File: config.mk
export PLATFORM = sky130hd
export DESIGN_NAME = core_fault_supervisor
export DESIGN_NICKNAME = d
export VERILOG_FILES = /design/src/rtl/core_fault_supervisor.sv
export SDC_FILE = /design/constraint.sdc
export NUM_CORES = 1
export LEC_CHECK = 0
export BUFFER_PORTS_ARGS = -buffer_cell sky130_fd_sc_hd__buf_2
export CORE_MARGIN = 3
export CORE_UTILIZATION = 35
export CTS_BUF_LIST = sky130_fd_sc_hd__clkbuf_4
export CTS_CLUSTER_DIAMETER = 80
export DETAILED_ROUTE_END_ITERATION = 6
export HOLD_SLACK_MARGIN = 0.03
export PLACE_DENSITY = 0.57
export SKIP_LAST_GASP = 1
export SLEW_MARGIN = 20
export SYNTH_ARGS = -nofsm -noshare
export SYNTH_HDL_FRONTEND = slang
export SYNTH_SLANG_ARGS = --single-unit
File: constraint.sdc
create_clock -name clk -period 5.2 [get_ports clk]
set_input_delay 0.52 -clock clk [delete_from_list [all_inputs] [get_ports clk]]
set_output_delay 0.52 -clock clk [all_outputs]
set_load 0.01 [all_outputs]
File: src/rtl/core_fault_supervisor.sv
module core_fault_supervisor #(
  parameter int W          = 8,
  parameter int WAIT_TICKS = 2048
) (
  input  logic         clk,
  input  logic         por,
  input  logic         tick,
  input  logic [W-1:0] vsense,
  input  logic [W-1:0] vtarget,
  input  logic         oc_flag,
  output logic [1:0]   out_mode,
  output logic         pgood_ok,
  output logic         restart_req
);
  localparam int EW = W + 8;
  localparam int CW = $clog2(WAIT_TICKS + 1);
  localparam logic [1:0] M_NORM = 2'b00;
  localparam logic [1:0] M_LOW  = 2'b01;
  localparam logic [1:0] M_HIZ  = 2'b10;

  logic [EW-1:0] t, v, ov_lim, hys, uv_lim;
  logic          ov_hi, ov_lo, uv_set, uv_clr;
  logic          ov_q, shunt_q, uv_q, oc_q;
  logic [CW-1:0] cnt;

  assign t      = EW'(vtarget);
  assign v      = EW'(vsense);
  assign ov_lim = t + (t * EW'(15)) / EW'(100);
  assign hys    = (t * EW'(2)) / EW'(100);
  assign uv_lim = t - (t * EW'(9)) / EW'(100);

  assign ov_hi  = v > ov_lim;
  assign ov_lo  = (v + hys) < ov_lim;
  assign uv_set = v < uv_lim;
  assign uv_clr = v >= (uv_lim + hys);

  always_ff @(posedge clk or posedge por) begin
    if (por) begin
      ov_q        <= 1'b0;
      shunt_q     <= 1'b0;
      uv_q        <= 1'b0;
      oc_q        <= 1'b0;
      cnt         <= '0;
      restart_req <= 1'b0;
    end else begin
      if (ov_hi) ov_q <= 1'b1;

      if (ov_hi)      shunt_q <= 1'b1;
      else if (ov_lo) shunt_q <= 1'b0;

      if (uv_set)      uv_q <= 1'b1;
      else if (uv_clr) uv_q <= 1'b0;

      restart_req <= 1'b0;
      if (ov_q || ov_hi) begin
        oc_q <= 1'b0;
        cnt  <= '0;
      end else if (oc_q) begin
        if (tick) begin
          if (cnt == CW'(WAIT_TICKS - 1)) begin
            oc_q        <= 1'b0;
            cnt         <= '0;
            restart_req <= 1'b1;
          end else begin
            cnt <= cnt + CW'(1);
          end
        end
      end else if (oc_flag) begin
        oc_q <= 1'b1;
        cnt  <= '0;
      end
    end
  end

  assign out_mode = ov_q ? (shunt_q ? M_LOW : M_HIZ) : (oc_q ? M_HIZ : M_NORM);
  assign pgood_ok = !(ov_q || uv_q || oc_q);
endmodule

# After elaboration in Yosys (flattened, before gate mapping)
# Cells that the tools add are included.
dict set report totals {
  out_inout_bits 4
  inputBits 20
  regBits 17
  elab_cells 51
}
dict set report op_classes {
  n_mul 2
  magnitude_cmp 4
  addsub 5
  n_div 3
  mux 21
  n_eq_ne 2
  n_reduce_logical 8
}
# op n
set op_table {}
lappend op_table {{$mux W12} 5}
lappend op_table {{$add A8 B16 Y16} 2}
lappend op_table {{$div A16 B7 Y16 const B} 2}
lappend op_table {{$mul A8 B4 Y12 const B} 2}
lappend op_table {{$add A16 B16 Y16} 1}
lappend op_table {{$div A9 B7 Y16 const B} 1}
lappend op_table {{$ge A8 B16 Y1} 1}
lappend op_table {{$gt A8 B16 Y1} 1}
lappend op_table {{$lt A16 B16 Y1} 1}
lappend op_table {{$lt A8 B16 Y1} 1}
lappend op_table {{$sub A8 B16 Y16} 1}
lappend op_table {{$mux W1} 13}
lappend op_table {{$add A12 B1 Y12 const B} 1}
lappend op_table {{$eq A12 B11 Y1 const B} 1}
lappend op_table {{$mux W2} 3}
lappend op_table {{$reduce_bool A2 Y1} 2}
lappend op_table {{$logic_or A1 B1 Y1} 3}
lappend op_table {{$ne A3 B2 Y1 const B} 1}
lappend op_table {{$reduce_bool A3 Y1} 1}
lappend op_table {{$reduce_and A2 Y1} 1}
lappend op_table {{$logic_not A1 Y1} 1}

# Longest topological paths before layout
# Gate-level depths: netlist (run 1).
dict set report depth {
  ltp_word 7
  depth_mapped 42
  depth_no_buf 37
}

# Worst setup path after synthesis (run 1)
# OpenSTA, ideal clock, no wires.
dict set report synth_timing {
  kind {input port to flip-flop}
  startpoint {input vtarget[3]}
  endpoint {register cnt[5]}
  setup_slack_ns -3.641
  required_ns 5.071
  path_stages 40
  n_path_buf 4
  setup_ns 0.129
  arrival_time_ns 8.712
  cell_sequence {clkbuf_1 -> inv_1 -> fa_1 -> fa_1 -> inv_1 -> ha_1 -> buf_6 -> a21o_1 -> a21oi_2 -> a21boi_2 -> or2_1 -> buf_6 -> a221oi_2 -> nor4_1 -> a2111o_2 -> nor2_4 -> a2111oi_1 -> a211oi_2 -> [4 not listed] -> ha_1 -> inv_1 -> fa_1 -> nor2b_1 -> o21ai_1 -> a21oi_1 -> o21a_1 -> or2_2 -> xnor3_1 -> o31ai_1 -> a31oi_1 -> or2_2 -> a211oi_1 -> or3_1 -> clkbuf_1 -> nor2_1 -> o21ai_0 -> o41ai_1}
}
dict set report synth_between {
  elab_chain_cells 7
  word_cells_on_any_way 9
  cone_classes {add/sub (1); mul (1); div (1); order compare (1); eq/ne (1); mux (1); reduce/logical (3)}
}
# item line
set synth_lines {}
lappend synth_lines {{from (decl)} 9} ;# input logic [W-1:0] vtarget,
lappend synth_lines {{$mul A8 B4 Y12} 28} ;# assign ov_lim = t + (t * EW'(15)) / EW'(100);
lappend synth_lines {{$div A16 B7 Y16} 28}
lappend synth_lines {{$add A8 B16 Y16 *} 28}
lappend synth_lines {{$gt A8 B16 Y1 *} 32} ;# assign ov_hi = v > ov_lim;
lappend synth_lines {{$logic_or A1 B1 Y1 *} 55} ;# if (ov_q || ov_hi) begin
lappend synth_lines {{$ne A3 B2 Y1 (no line) or $reduce_bool A3 Y1 (tied branches)} n/a}
lappend synth_lines {{$reduce_and A2 Y1 (no line)} n/a}
lappend synth_lines {{to (signal assigned)} 65} ;# cnt <= cnt + CW'(1);
lappend synth_lines {{to (decl)} 24} ;# logic [CW-1:0] cnt;
# Mark *: on every way between the ends. The rest lies on a longest branch, timed or not.
# A chain may end at the register's enable or synchronous reset.

# Final worst setup path (run 1)
dict set report layout_timing {
  startpoint {input vtarget[4]}
  endpoint {register cnt[4]}
}
# The elaborated chain is that of the path after synthesis.

==> results of run 1 <==
## layout make-up
cell class,instances,area share
sequential,17,0.0451
timing repair buffer,275,0.226
tap,220,0.0292
inverter,51,0.0224
multi-input combinational,684,0.674
clock buffer,4,0.00318
## layout by cell type (no fill, tap or decap), drive strengths merged, types with 5 or more instances in the layout
cell and n:
nor2b 24, fa 18, nor2 45, o21bai 7, a22oi 6, nand2 50, a21o 22, and3 9
o21a 13, inv 48, a21oi 39, a31oi 20, buf 275, nand3 27, xnor2 39, and2 8
xor2 12, o21ai 58, nand2b 25, o22ai 7, or2 10, nor4 8, ha 85, nor3 22
or3 10, nand4 6, mux2i 5, o31ai 7, o211ai 10, dfrtp 17, a211oi 17
## metrics by stage
| stage | setup WS (ns) | area [um^2] | instances |
|---|---|---|---|
| final | -2.95 | 9430 | 1251 |
| after global routing | -3.36 | 9430 | 1251 |
| after CTS | -2.80 | 8960 | 1238 |
| after detailed placement | -3.42 | 8190 | 1209 |
| after global placement | -3.30 | 8190 | 1209 |
| after floorplan | -3.11 | 6370 | 778 |
## routing by layer
metal,vias to the layer above,part of all wire
met3,25,0.021
met2,85,0.48
met4,0,0.013
met1,3130,0.48
li1,3407,-
met5,-,0
## what timing repair did
action                                  in CTS  in global routing
endpoints found under the setup margin      17                 17
resized for setup                          109                 76
gates cloned                                 1                  0
pin swaps                                   74                 96
buffers inserted                            24                 18
## cells by family after synthesis
group / count (synthesis)
AO/OA/AOI/OAI: 257
XOR/XNOR: 52
adder cells (fa/ha/maj): 104
buffers and inverters: 78
flip-flops: 17
multiplexers: 7
AND/OR/NAND/NOR: 263
## worst max-delay path: cells and delay by family
family | cells | cell delay (ns)
AND/OR/NAND/NOR | 9 | 2.35
AO/OA/AOI/OAI | 17 | 3.10
XOR/XNOR | 1 | 0.23
adder cells (fa/ha/maj) | 5 | 1.74
buffers and inverters | 5 | 0.42
## report_power, final
part / switching [mW] / leakage [nW] / internal (mW)
sequential: 0.00400 / 0.226 / 0.140
clock: 0.0416 / 0.0184 / 0.0351
combinational: 3.11 / 3.85 / 3.49
## registers in the layout, summed over array words and instances (netlist names)
signal / flops
ov_q: 1
oc_q: 1
cnt: 12
uv_q: 1
restart_req: 1
shunt_q: 1
## final timing paths
check / to / slack, ns
setup / recovery: cnt[4]$_DFFE_PP0P_ / -2.95
hold / removal: cnt[1]$_DFFE_PP0P_ / 0.29
hold reg to reg: uv_q$_DFFE_PP0P_ / 0.50
setup reg to reg: cnt[4]$_DFFE_PP0P_ / 2.38
min in group clk: restart_req$_DFF_PP0_ / 0.49
max in group asynchronous: shunt_q$_DFFE_PP0P_ / 4.47
==> key figures, run 1 <==
Cells and area
  • Synth-to-Final Area Change: 54.5%
  • Fin util: 0.561
  • Antenna cells: 0
  • Multi-input gate area: between 0.006 and 0.007 mm^2
  • Fill count: 1567
  • Share of cells above drive strength 1: 0.454
  • Fin nets: 1155
  • FF/Latch Area: 425 um^2

Run status
  • Failing checks: negative setup slack
  • Outcome: finished, violations left

Yosys
  • Synth Cell Area: approximately 0.0061 mm^2
  • Leading area contributor after synthesis: ha_1
  • Asr flop ratio synth: 1.00
  • Yosys warns: 0
  • Largest family of logic cells by synthesized area: compound AO/OA/AOI/OAI gates
  • Largest cells by area after synthesis: ha_1 (17%), dfrtp_1 (7.0%), fa_1 (5.9%), xnor2_1 (5.5%), o21ai_0 (4.4%)
  • Unique masters post-synth: about 110
  • Sequential area share after synthesis: 0.0697
  • Synthesized area per cell: 7.84 um^2
  • Mapped Nets: 901
  • Post-synth top area share: 0.174
  • Multiplexer share of the synthesized area: 0.0139
  • Top-count cell post-synth: ha_1
  • Number of flops mapped to enable cells by yosys: 0
  • Adder-cell area share of the yosys netlist: 0.235
  • Synth cell count leaders: ha_1 (85), o21ai_0 (54), nand2_1 (49)
  • Synthesized flop and latch total: 17
  • Synth Area in XOR/XNOR: 0.0800
  • Post-Synth Simple-Gate Area: 0.238
  • Post-Synthesis Cells: 778
  • Synth Area in Compound Gates: 0.308
  • Post-synth top flop: dfrtp_1

Route
  • Post-Route WL: 18200 um
  • Residual DRC: 0
  • ANT nets after route: 0
  • Avg WL per Cell: 14.6 um
  • Routed via count: 6647
  • Routed vias/inst: 5.31
  • Drt pass-1 iters: 4
  • DRT iter0 DRCs: between 300 and 400

Worst setup path
  • Worst setup path class: input port to register
  • WP data required: between 5 and 6 ns
  • Crit path largest cell delay: 0.57 ns
  • CP max-delay cell: a2111o_2
  • Max FO, Critical Path: 7
  • Crit path from: vtarget[4]
  • RR Startpoint: cnt[0]$_DFFE_PP0P_
  • Critical Path Sink Type: register
  • WP data arrival: 8.38 ns
  • Most frequent CP cell: o21ai_1
  • Worst r2r path cells: 10
  • CP startpoint kind: input port

Timing
  • Fmax: 123 MHz
  • Min Tclk post-route: 8.15 ns
  • RSZ-0062 raised after global routing: true
  • Final setup TNS: -46.22 ns
  • Final-report hold violation count: 0
  • Worst Tran Pin Value: approximately 0.66 ns
  • Max-slew violations: 0
  • Hold slack: between 0.2 and 0.3 ns
  • Rel. slew slack: 0.561
  • PnR worst setup slack: -2.95 ns
  • Setup violators final: 17
  • Clk_skew: 0.0157 ns
  • Final Cycle Share: 1.57

Worst hold path
  • Worst Hold Class: input port to asynchronous set/reset pin

GRT
  • Total gr overflow: 0
  • Met1 usage: 0.256
  • Vias in the first global route: 6525
  • Largest net degree at the start of global routing: 18
  • Met2 usage: 0.309
  • First-pass GRT wire length: between 30000 and 40000 um
  • Initial antenna violation count: 0
  • GRT met3 Usage: 0.00967
  • Grt peak-use layer: met2
  • GRT Resource Usage Total: 0.181

Floorplan
  • Initial core utilization: 0.363
  • Die area: about 0.019 mm^2
  • Die Width: roughly 140 um
  • Cell Rows: 47
  • Height of the die: 138 um
  • Core ar.: 0.0168 mm^2
  • Ports: 24

Clock tree
  • Bufs on Longest Clock Path: 2
  • Clock net sink count: 17
  • H-tree level count: 1
  • Root Buffer: clkbuf_4
  • Insertion delay to the later sink of the worst-skew pair: ~0.3 ns
  • Worst-path clk slew: 0.11 ns
  • CTS buffer count: 3
  • Number of hold buffers added after cts: 0
  • CTS tree: yes

Pwr
  • Worst vdd rail ir drop: 1.12 mV
  • PD cells: 724 mW/mm^2
  • Leakage power: 4.09 nW
  • Pwr Total: 6.82 mW

Placement
  • Post-DP HPWL: 13900 um
  • PortBufs: 23
  • GP Congestion: 0.908

Flow run
  • Maxcap violations: 0
No activity file was read; power rests on OpenSTA's default activity.
==> run 2, diff against run 1 <==
- PLACE_DENSITY: 0.57 -> 0.59
- clock period: 5.2 -> 7.3 ns (I/O delays scaled with it)
==> key figures, run 2 (synthesis gave the netlist of run 1 again) <==
Run status
  • Outcome: finished, violations left
  • Failing checks: negative setup slack

Cells and area
  • Top reg by flops: cnt
  • Antenna cells: 0
  • Most frequent cells in the layout: buf_4 (224), ha_1 (72), nand2_1 (47), nor2_1 (40), inv_1 (38)
  • Fin util: 0.545
  • Fin nets: approximately 1100
  • Fill count: 1540
  • Share of cells above drive strength 1: 0.429
  • Commonest non-fill, non-tap cell in the layout: buf_4
  • Max reg flops: 12
  • Synth-to-Final Area Change: 50.1%

Worst setup path
  • Crit path largest cell delay: 0.56 ns
  • CP startpoint kind: input port
  • Worst setup path class: input port to register
  • Critical Path Sink Type: register
  • Max FO, Critical Path: 7
  • WP data required: ~7.5 ns
  • CP max-delay cell: fa_1
  • WP data arrival: around 8.6 ns

Pwr
  • Leakage power: about 4 nW
  • Pwr Total: 4.85 mW
  • PD cells: 530 mW/mm^2
  • Pint: approximately 2.6 mW
  • P_sw: about 2.2 mW
  • Sw Share: 0.460
  • Power share of the combinational group: 0.967
  • Worst vdd rail ir drop: ~0.66 mV
  • Clock network power share: 0.011
  • Seq pwr share: 0.021

Floorplan
  • Core ar.: 0.0168 mm^2
  • Initial core utilization: 0.363
  • Cell Rows: 47
  • Die area: between 0.015 and 0.02 mm^2
  • Ports: 24
  • Height of the die: 138 um
  • Die Width: 138 um

Timing
  • Clk_skew: 0.0174 ns
  • Min Tclk post-route: 8.37 ns
  • Rel. slew slack: 0.553
  • Fmax: between 100 and 150 MHz
  • Final-report hold violation count: 0
  • RSZ-0062 raised after global routing: true
  • Final setup TNS: -14.97 ns
  • Final Cycle Share: 1.15
  • Setup violators final: 17
  • Worst Tran Pin Value: between 0.6 and 0.7 ns
  • Max-slew violations: 0
  • PnR worst setup slack: -1.07 ns

Route
  • Post-Route WL: 17900 um
  • Routed vias/inst: 5.30
  • Avg WL per Cell: 14.5 um
  • Drt pass-1 iters: 5
  • Residual DRC: 0
  • ANT nets after route: 0
  • Routed via count: roughly 6600
  • DRT iter0 DRCs: 382

Clock tree
  • Insertion delay to the later sink of the worst-skew pair: 0.31 ns
  • H-tree level count: 1
  • CTS buffer count: 3
  • Clock net sink count: 17
  • Worst-path clk slew: about 0.12 ns
  • CTS tree: yes
  • Bufs on Longest Clock Path: 2
  • Root Buffer: clkbuf_4

GRT
  • Initial antenna violation count: 0
  • Total gr overflow: 0
  • GRT Resource Usage Total: 0.176
  • First-pass GRT wire length: a little under 30000 um
  • Vias in the first global route: around 6300
  • Largest net degree at the start of global routing: 24

Worst hold path
  • Worst Hold Class: register to register

Placement
  • Post-DP HPWL: 13700 um
  • PortBufs: 23
  • GP Congestion: 0.898

Flow run
  • Maxcap violations: 0
-- run 2: metal layers --
| metal | global-route usage | wire, um | vias to the layer above |
|---|---|---|---|
| li1 | - | - | 3376 |
| met1 | 0.262 | 8970 | 3074 |
| met2 | 0.291 | 8390 | 109 |
| met3 | 0.00760 | 441 | 13 |
| met4 | 0.0213 | 111 | 0 |
| met5 | 0 | 0 | - |
-- run 2: final timing paths --
kind                                       endpoint  slack [ns]           startpoint  cells past startpoint
worst max register to register   cnt[5]$_DFFE_PP0P_        4.66   cnt[0]$_DFFE_PP0P_                     10
worst min register to register  cnt[11]$_DFFE_PP0P_        0.49  cnt[11]$_DFFE_PP0P_                      1
min in group asynchronous        cnt[6]$_DFFE_PP0P_        0.50                  por                      2
worst min-delay path            cnt[11]$_DFFE_PP0P_        0.49  cnt[11]$_DFFE_PP0P_                      1
max in group asynchronous            oc_q$_DFF_PP0_        6.36                  por                      2
worst max-delay path             cnt[5]$_DFFE_PP0P_       -1.07           vtarget[0]                     37
-- run 2: per-stage QoR --
step / cells / area [um^2] / setup WS [ns] / hold WS, ns
detailed placement: 1189 / 7920 / -1.60 / 0.475
finish: 1239 / 9160 / -1.07 / 0.490
CTS: 1210 / 8500 / -0.957 / 0.490
global route: 1239 / 9160 / -1.45 / 0.514
floorplan: 778 / 6230 / -1.22 / 0.446
global placement: 1189 / 7920 / -1.49 / 0.472
-- run 2: power by group through the flow --
stage               clock (mW)  combinational [mW]  sequential [mW]
detailed placement           0                3.71            0.106
floorplan                    0                2.37            0.104
CTS                     0.0534                4.07            0.104
finish                  0.0536                4.69            0.104
global placement             0                3.66            0.106
global route            0.0587                5.21            0.104
-- run 2: final cells by class --
type / count / area [um^2] / share of cell area
clock buffers: 3 / 22.5 / 0.00246
multi-input cells: 684 / 6180 / 0.675
clock inverters: 1 / 5.00 / 0.000546
flip-flops and latches: 17 / 425 / 0.0464
repair buffers: 263 / 2040 / 0.223
inverters: 51 / 214 / 0.0234
well taps: 220 / 275 / 0.0300
-- run 2: critical path, delay by kind of cell --
family          cells  cell delay [ns]
xor+xnor            3             0.58
simple gates        9             1.83
buf+inv             5             0.51
fa+ha+maj           5             2.03
compound gates     15             2.89
-- run 2: what timing repair did --
item / in CTS / in global routing
hold buffers: 0 / 0
pin swaps: 63 / 79
endpoints found under the setup margin: 17 / 17
gates resized for setup: 92 / 94
setup buffers: 16 / 28
gates cloned: 1 / 1
